### src/rtl/nibble_rtc.sv
module nibble_rtc (
  input  logic       clk,
  input  logic       rst_n,
  input  logic [3:0] addr,
  input  logic [3:0] wdata,
  input  logic       wr_en,
  input  logic       rd_en,
  input  logic       tick_1s,
  output logic [3:0] rdata,
  output logic       alarm_pulse
);
  localparam int SLOTS = 13;

  logic [3:0] tm [SLOTS];
  logic [3:0] nt [SLOTS];
  logic [3:0] al [SLOTS];
  logic [3:0] ram0 [SLOTS];
  logic [3:0] ram1 [SLOTS];
  logic [3:0] mode_q, test_q, rd_val, rdata_q;
  logic [1:0] pul_q, leap_q;
  logic       h24_q, pend_q, alarm_q;
  logic       s_c, m_c, h_c, d_c, mo_c;
  logic [7:0] mlen;

  wire div_clr  = wr_en && addr == 4'hF && wdata[1];
  wire tick_eff = mode_q[3] && (tick_1s || pend_q) && !div_clr;
  wire alm_hit  = {nt[8], nt[7], nt[6], nt[5], nt[4], nt[3], nt[2]} ==
                  {al[8], al[7], al[6], al[5], al[4], al[3], al[2]};

  always_comb begin
    case ({tm[10], tm[9]})
      8'h02:                      mlen = (leap_q == 2'd0) ? 8'h29 : 8'h28;
      8'h04, 8'h06, 8'h09, 8'h11: mlen = 8'h30;
      default:                    mlen = 8'h31;
    endcase
  end

  always_comb begin
    nt = tm;
    s_c = 1'b0; m_c = 1'b0; h_c = 1'b0; d_c = 1'b0; mo_c = 1'b0;
    if (tick_eff) begin
      if (tm[0] != 4'd9) nt[0] = tm[0] + 4'd1;
      else begin
        nt[0] = 4'd0;
        if (tm[1] != 4'd5) nt[1] = tm[1] + 4'd1;
        else begin nt[1] = 4'd0; s_c = 1'b1; end
      end
      if (s_c) begin
        if (tm[2] != 4'd9) nt[2] = tm[2] + 4'd1;
        else begin
          nt[2] = 4'd0;
          if (tm[3] != 4'd5) nt[3] = tm[3] + 4'd1;
          else begin nt[3] = 4'd0; m_c = 1'b1; end
        end
      end
      if (m_c) begin
        if (h24_q) begin
          if (tm[5] == 4'd2 && tm[4] == 4'd3) begin nt[4] = 4'd0; nt[5] = 4'd0; h_c = 1'b1; end
          else if (tm[4] == 4'd9) begin nt[4] = 4'd0; nt[5] = tm[5] + 4'd1; end
          else nt[4] = tm[4] + 4'd1;
        end else begin
          if (tm[5][0] && tm[4] == 4'd1) begin
            nt[4] = 4'd2; nt[5] = {2'b00, ~tm[5][1], 1'b1}; h_c = tm[5][1];
          end else if (tm[5][0] && tm[4] == 4'd2) begin
            nt[4] = 4'd1; nt[5] = {2'b00, tm[5][1], 1'b0};
          end else if (tm[4] == 4'd9) begin
            nt[4] = 4'd0; nt[5] = {2'b00, tm[5][1], 1'b1};
          end else nt[4] = tm[4] + 4'd1;
        end
      end
      if (h_c) begin
        nt[6] = (tm[6] == 4'd6) ? 4'd0 : tm[6] + 4'd1;
        if ({tm[8], tm[7]} == mlen) begin nt[7] = 4'd1; nt[8] = 4'd0; d_c = 1'b1; end
        else if (tm[7] == 4'd9) begin nt[7] = 4'd0; nt[8] = tm[8] + 4'd1; end
        else nt[7] = tm[7] + 4'd1;
      end
      if (d_c) begin
        if (tm[10] == 4'd1 && tm[9] == 4'd2) begin nt[9] = 4'd1; nt[10] = 4'd0; mo_c = 1'b1; end
        else if (tm[9] == 4'd9) begin nt[9] = 4'd0; nt[10] = 4'd1; end
        else nt[9] = tm[9] + 4'd1;
      end
      if (mo_c) begin
        if (tm[11] == 4'd9) begin
          nt[11] = 4'd0;
          nt[12] = (tm[12] == 4'd9) ? 4'd0 : tm[12] + 4'd1;
        end else nt[11] = tm[11] + 4'd1;
      end
    end
  end

  always_comb begin
    rd_val = 4'h0;
    if (addr == 4'hD) rd_val = mode_q;
    else if (addr == 4'hE) rd_val = test_q;
    else if (addr == 4'hF) rd_val = {pul_q, 2'b00};
    else if (addr <= 4'hC) begin
      case (mode_q[1:0])
        2'b00: rd_val = tm[addr];
        2'b01: begin
          if (addr >= 4'h2 && addr <= 4'h8) rd_val = al[addr];
          else if (addr == 4'hA) rd_val = {3'b000, h24_q};
          else if (addr == 4'hB) rd_val = {2'b00, leap_q};
        end
        2'b10: rd_val = ram0[addr];
        default: rd_val = ram1[addr];
      endcase
    end
  end

  always_ff @(posedge clk) begin
    if (!rst_n) begin
      for (int i = 0; i < SLOTS; i++) begin
        tm[i] <= 4'd0; al[i] <= 4'd0; ram0[i] <= 4'd0; ram1[i] <= 4'd0;
      end
      tm[7] <= 4'd1;
      tm[9] <= 4'd1;
      mode_q <= 4'd0; test_q <= 4'd0; pul_q <= 2'd0; leap_q <= 2'd0;
      h24_q <= 1'b1; pend_q <= 1'b0; alarm_q <= 1'b0; rdata_q <= 4'd0;
    end else begin
      tm <= nt;
      if (mo_c) leap_q <= leap_q + 2'd1;
      pend_q  <= (div_clr || mode_q[3]) ? 1'b0 : (pend_q || tick_1s);
      alarm_q <= mode_q[2] && s_c && alm_hit;
      if (rd_en) rdata_q <= rd_val;
      if (wr_en) begin
        if (addr == 4'hD) mode_q <= wdata;
        else if (addr == 4'hE) test_q <= wdata;
        else if (addr == 4'hF) begin
          pul_q <= wdata[3:2];
          if (wdata[0]) for (int i = 0; i < SLOTS; i++) al[i] <= 4'd0;
        end else if (addr <= 4'hC) begin
          case (mode_q[1:0])
            2'b00: tm[addr] <= wdata;
            2'b01: begin
              if (addr >= 4'h2 && addr <= 4'h8) al[addr] <= wdata;
              else if (addr == 4'hA) h24_q <= wdata[0];
              else if (addr == 4'hB) leap_q <= wdata[1:0];
            end
            2'b10: ram0[addr] <= wdata;
            default: ram1[addr] <= wdata;
          endcase
        end
      end
    end
  end

  assign rdata       = rdata_q;
  assign alarm_pulse = alarm_q;
endmodule

### config.mk
export PLATFORM = sky130hd
export DESIGN_NAME = nibble_rtc
export DESIGN_NICKNAME = d
export VERILOG_FILES = /design/src/rtl/nibble_rtc.sv
export SDC_FILE = /design/constraint.sdc
export NUM_CORES = 1
export LEC_CHECK = 0
export BUFFER_PORTS_ARGS = -buffer_cell sky130_fd_sc_hd__buf_2
export CORE_AREA = 2 2 189 191
export CTS_CLUSTER_SIZE = 30
export DETAILED_ROUTE_END_ITERATION = 8
export DIE_AREA = 0 0 191 193
export PLACE_DENSITY = 0.64
export SYNTH_ARGS = -nofsm -noshare
export SYNTH_HDL_FRONTEND = slang
export SYNTH_SLANG_ARGS = --single-unit
### constraint.sdc
create_clock -name clk -period 2.7 [get_ports clk]
set_input_delay 0.135 -clock clk [delete_from_list [all_inputs] [get_ports clk]]
set_output_delay 0.135 -clock clk [all_outputs]
set_load 0.05 [all_outputs]
**Yosys cells after proc, flatten, opt, wreduce, memory -nomap -nowiden**

Memories as Yosys holds them, arrays and structs flattened.
Cells that the tools add are included.

- Register bits: 71
- Memory bits (writable): 156
- Input bits: 13
- Word-level logic and storage cells: 255
- Memories: 3

Memories:

| name | depth | width | read ports | clocked after memory_dff | write ports | line | text |
|---|---|---|---|---|---|---|---|
| al | 13 | 4 | 8 | 0 | 13 | 16 | `logic [3:0] al [SLOTS];` |
| ram0 | 13 | 4 | 1 | 0 | 13 | 17 | `logic [3:0] ram0 [SLOTS];` |
| ram1 | 13 | 4 | 1 | 0 | 13 | 18 | `logic [3:0] ram1 [SLOTS];` |

- Add/sub/neg operators: 13
- Order comparisons: 5
- Eq/ne operators: 30
- Muxes and demuxes: 136
- Bitwise gates (word level): 20
- Reduce and logical (&&, ||, !) cells: 27

Operators by type and width:

| cell | count |
|---|---|
| 52-bit two-way mux | 7 |
| 4-bit two-way mux | 44 |
| 8-bit two-way mux | 10 |
| 1-bit two-way mux | 57 |
| 52-bit bitwise mux | 1 |
| 4-bit by 1-bit adder with 4-bit output (second input constant) | 12 |
| 4-bit equality test (second input constant) | 10 |
| 28-bit equality test | 1 |
| 2-bit two-way mux | 12 |
| 4-bit binary-select mux with 4-bit select | 1 |
| 4-bit demux with 4-bit select | 1 |
| 4-bit by 2-bit equality test with 1-bit output (second input constant) | 4 |
| 8-bit by 3-bit equality test with 1-bit output (second input constant) | 2 |
| 4-bit OR reduction | 4 |
| 1-bit bitwise OR | 13 |
| 1-bit logical AND | 12 |
| 12-bit two-way mux | 1 |
| 4-bit case mux with 3 select lines | 1 |
| 5-bit case mux with 2 select lines | 1 |
| 4-bit by 1-bit equality test with 1-bit output (second input constant) | 2 |
| 8-bit by 2-bit equality test with 1-bit output (second input constant) | 1 |
| 8-bit by 4-bit equality test with 1-bit output (second input constant) | 1 |
| 8-bit by 5-bit equality test with 1-bit output (second input constant) | 1 |
| 8-bit equality test | 1 |
| other kinds (21) | 31 |

**Logic depth before layout (Yosys ltp)**

- Word-level depth: 25
- Depth in mapped cells: 11
- Depth with buffers taken out: 10

**Worst setup path after synthesis**

Ideal clock, no wire load.

- Kind: reg-to-reg
- Start: register tm[29] in the netlist's numbering
- End: register alarm_q, in the netlist alarm_pulse
- Arrival time: 2.685 ns
- Required time: 2.612 ns
- Slack: -0.073 ns
- Stages on the path, launching flop included: 11
- Path buffers: 1
- Period minus slack after synthesis: 2.773 ns
- Cell sequence: dfxtp_1 > ha_1 > or4b_4 > a2bb2oi_2 > nor3_1 > buf_2 > mux2i_1 > nand3b_1 > or3_1 > a31o_1 > nor4_2

- Cells in the longest elaborated chain, start to end: 10
- Elaborated cells between the ends (all ways): 20
- Classes of those cells: add/sub: 1; eq/ne: 2; mux: 14; bitwise: 1; reduce/logical: 2

Ends and longest elaborated chain:

| what | line | text |
|---|---|---|
| start, declared | 14 | `logic [3:0] tm [SLOTS];` |
| start signal, assigned | 120 | `tm <= nt;` |
| start signal, assigned by index | 133 | `2'b00: tm[addr] <= wdata;` |
| branches (longest 7 deep; another with 4-bit by 1-bit adder with 4-bit output) | n/a |  |
| 52-bit two-way mux * | 41 | `if (tick_eff) begin` |
| 28-bit equality test * | 27 | `wire alm_hit = {nt[8], nt[7], nt[6], nt[5], nt[4], nt[3], nt[2]} ==` |
| 1-bit logical AND * | 123 | `alarm_q <= mode_q[2] && s_c && alm_hit;` |
| end signal, assigned | 123 |  |
| end, declared | 21 | `logic h24_q, pend_q, alarm_q;` |

Mark *: on every way between the ends. The select of a mux whose other input is x is not followed.
A chain may end at the register's enable or synchronous reset.

**Worst setup path in the final report**

- Start: register tm[28] in the netlist's numbering
- End: register alarm_q, in the netlist alarm_pulse

Same word-level chain as after synthesis.

==> flow_summary.rst <==
.. list-table::
   :header-rows: 1

   * - Metric
     - Value
   * - Critical path fanouts, max
     - 10
   * - Number of optimization iterations in the first detailed-route pass
     - 5
   * - Dpl hpwl
     - 29.87 mm
   * - Mean Syn Cell Area
     - 10.92 um^2
   * - Root buffer cell
     - sky130_fd_sc_hd__clkbuf_16
   * - Antenna Violating Nets Remaining
     - 0
   * - TritonCTS clock tree
     - yes
   * - Final clock period utilization by the worst path
     - 0.9973
   * - Launch point of the critical path
     - tm[28]
   * - Number of enable-type register cells in the synthesized netlist
     - 177
   * - Launching point of the worst reg2reg path
     - tm[28]
   * - Max-cap violations
     - 0
   * - Via count of the first global-routing pass
     - 10530
   * - Worst endpoint required time
     - 3170 ps
   * - Number of standard cells after synthesis
     - 1258
   * - Source-to-sink clock delay at the later pin of the worst-skew pair
     - 570 ps
   * - Synthesis warning total
     - 0
   * - Count of different cell masters after synthesis
     - 91
   * - Worst slew slack as a fraction of its limit
     - 0.3020
   * - Post-Route WL
     - 41.69 mm
   * - Maximum number of pins on one net before global-route repair
     - 60
   * - Layout area overhead
     - 19.93%
   * - Die Span Y
     - 193 um
   * - Starting utilization of the core area
     - 0.3930
   * - DRC marker count from the first detailed-route iteration
     - 1115
   * - Class of the tightest hold or removal check
     - input port to flop
   * - H-Tree Depth
     - 1
   * - Pwr Density
     - 568.2 mW/mm^2
   * - Max rail drop VDD
     - 0.5597 mV
   * - Post-synth ARST share
     - 0
   * - Placeable Area
     - 0.03496 mm^2
   * - Time the final worst path needs with I/O delays and setup
     - 2693 ps
   * - Remaining global-route overflow
     - 0
   * - Cts bufs inserted
     - 27
   * - Start point of the worst min-delay path
     - tick_1s
   * - Worst Setup Path Type
     - flop to flop
   * - Routed len/inst
     - 22.17 um
   * - Initial antenna violation count
     - 2
   * - Placed insts
     - 1828
   * - # setup viols final
     - 0
   * - Startpoint kind of the worst setup timing path
     - flop
   * - Maximum buffer depth of the clock tree
     - 3
   * - Count of placed standard cells in the final layout, fillers left out
     - 1880
   * - Post-placement cell area
     - 0.01533 mm^2
   * - Proportion of synthesized chip area in sequential cells
     - 0.4903
   * - Clock skew after layout
     - 21.68 ps
   * - Chip Width
     - 191 um
   * - Data arrival time of the critical path
     - 3160 ps
   * - Most frequent cells in the layout
     - sky130_fd_sc_hd__edfxtp_1 (177), sky130_fd_sc_hd__buf_4 (141), sky130_fd_sc_hd__nor2_1 (103)
   * - Count of vias placed by the detailed router
     - 11020
   * - LEAKAGE
     - 5.906 nW
   * - WHS
     - 31.03 ps
   * - Total die area
     - 0.03686 mm^2
   * - Proportion of layout cells with a drive suffix above 1
     - 0.2220
   * - All-layer global routing usage
     - 0.2286
   * - Power, Total
     - 0.009363 W
   * - Total number of clock tree sinks
     - 248
   * - Buffers added on ports
     - 17
   * - Critical path endpoint category
     - flop
   * - Commonest non-fill, non-tap cell in the layout
     - sky130_fd_sc_hd__edfxtp_1
   * - Per-cell via count in the routed design
     - 5.861
   * - Final hold vios
     - 0
   * - Result of the run
     - complete, no violations
   * - Commonest register cell after synthesis
     - sky130_fd_sc_hd__edfxtp_1
   * - Number of flip-flops and latches in the synthesized netlist
     - 248
   * - Synth Cell Area
     - 0.01374 mm^2
   * - Top-level I/O count
     - 18
   * - Clock-pin transition on the worst setup and hold timing paths
     - 60 ps
   * - Fin nets
     - 1418
   * - First-pass GRT wire length
     - 63.87 mm
   * - Number of antenna diodes
     - 0
   * - Final design area excluding fillers
     - 0.01648 mm^2
   * - Routability-driven placement congestion ratio
     - 0.9803
   * - Max-slew violation total from the final report
     - 0
   * - Residual DRC
     - 0
   * - Transition at the pin with the smallest max-transition slack
     - 1047 ps
   * - Unrepaired setup endpoints after global routing
     - true
   * - Highest attainable clock frequency
     - 0.3714 GHz
   * - Core Rows
     - 69
   * - Sum of negative setup slack
     - 0 ps
-- Yosys cell counts (all sizes together) (6+ instances only) --
library cell	instances	share of area
nor2	104	0.028
nand4	8	0.0047
o21ai	82	0.030
a211oi	28	0.016
nor3	51	0.019
and3	26	0.012
o22ai	6	0.0027
nor2b	25	0.011
dfxtp	71	0.10
edfxtp	177	0.39
mux2i	24	0.017
nand2	78	0.021
nand2b	14	0.0064
a31oi	11	0.0050
clkbuf	68	0.019
nor3b	12	0.0069
ha	7	0.0064
a211o	6	0.0038
o211ai	9	0.0049
a21oi	54	0.020
nand3	33	0.012
inv	26	0.0071
nor4	16	0.011
buf	29	0.011
xor2	17	0.011
mux4	62	0.10
and2	86	0.039
or3	9	0.0041
xnor2	28	0.018
-- repair_timing --
item / in CTS / in global routing
hold endpoints to repair: 4 / 0
pin swaps: 2 / 1
endpoints found under the setup margin: 1 / 11
setup buffers: 0 / 1
resized for setup: 6 / 15
hold buffers: 1 / 0
-- logic make-up after synthesis --
logic type                 share of synthesized area
AOI/OAI and AO/OA                             0.1162
xor gates and xnor gates                     0.03033
adders and majority gates                   0.006374
buffers and inverters                        0.03898
DFF                                           0.4903
muxes                                         0.1210
other                                      0.0002729
and+or+nand+nor                               0.1965
-- power by group --
part	leakage [nW]	switching [W]	total (W)	internal [W]
logic	3.04	0.000479	0.000805	0.000326
clock network	0.491	0.00164	0.00426	0.00261
registers	2.38	0.0000838	0.00430	0.00422
-- path summary, 6_finish.rpt --
check	end	slack, ps	cells past startpoint
worst max-delay path	alarm_pulse	7	11
worst min-delay path	pend_q	30	3
worst max register to register	alarm_pulse	7	11
worst min register to register	tm[10]	490	2
-- metrics by stage --
stage | setup slack (ps) | util
6_report | 7.282 | 0.4712
5_1_grt | -130.7 | 0.4712
4_1_cts | 9.893 | 0.4689
3_5_place_dp | -57.85 | 0.4385
3_3_place_gp | -4.190 | 0.4385
2_1_floorplan | 21.28 | -
-- flip-flops by register name, summed over array words and instances (netlist names) --
signal and count:
pend_q 1, rdata 4, ram0 64, ram1 64, test_q 4, leap_q 2, pul_q 2, h24_q 1
mode_q 4, tm 52, alarm_pulse 1, al 49
-- worst max-delay path, stage by stage (launching register included) --
cell and delay (ps):
sky130_fd_sc_hd__dfxtp_2 320, sky130_fd_sc_hd__inv_2 50, sky130_fd_sc_hd__ha_1 130, sky130_fd_sc_hd__or4b_4 500, sky130_fd_sc_hd__a2bb2oi_4 230, sky130_fd_sc_hd__nor3_2 170, sky130_fd_sc_hd__buf_4 150, sky130_fd_sc_hd__buf_4 180
sky130_fd_sc_hd__nand2_1 170, sky130_fd_sc_hd__a211o_1 300, sky130_fd_sc_hd__a31o_1 250, sky130_fd_sc_hd__nor4_2 130
-- layout make-up --
cell class                 instances  area, um^2
multi-input combinational        928        6741
tap                              461       576.8
timing repair buffer             166        1306
fill                            3177       18490
clock inverter                    20       325.3
inverter                          27       101.3
sequential                       248        6739
clock buffer                      30       686.9
-- routing by layer --
metal | up-vias | track usage | part of all wire
met3 | 85 | 0.03367 | 0.078
met1 | 5469 | 0.3166 | 0.42
met2 | 501 | 0.3686 | 0.46
met4 | 0 | 0.07752 | 0.034
li1 | 4963 | - | -
met5 | - | 0 | 0
Power figures use the tool's default switching activity.
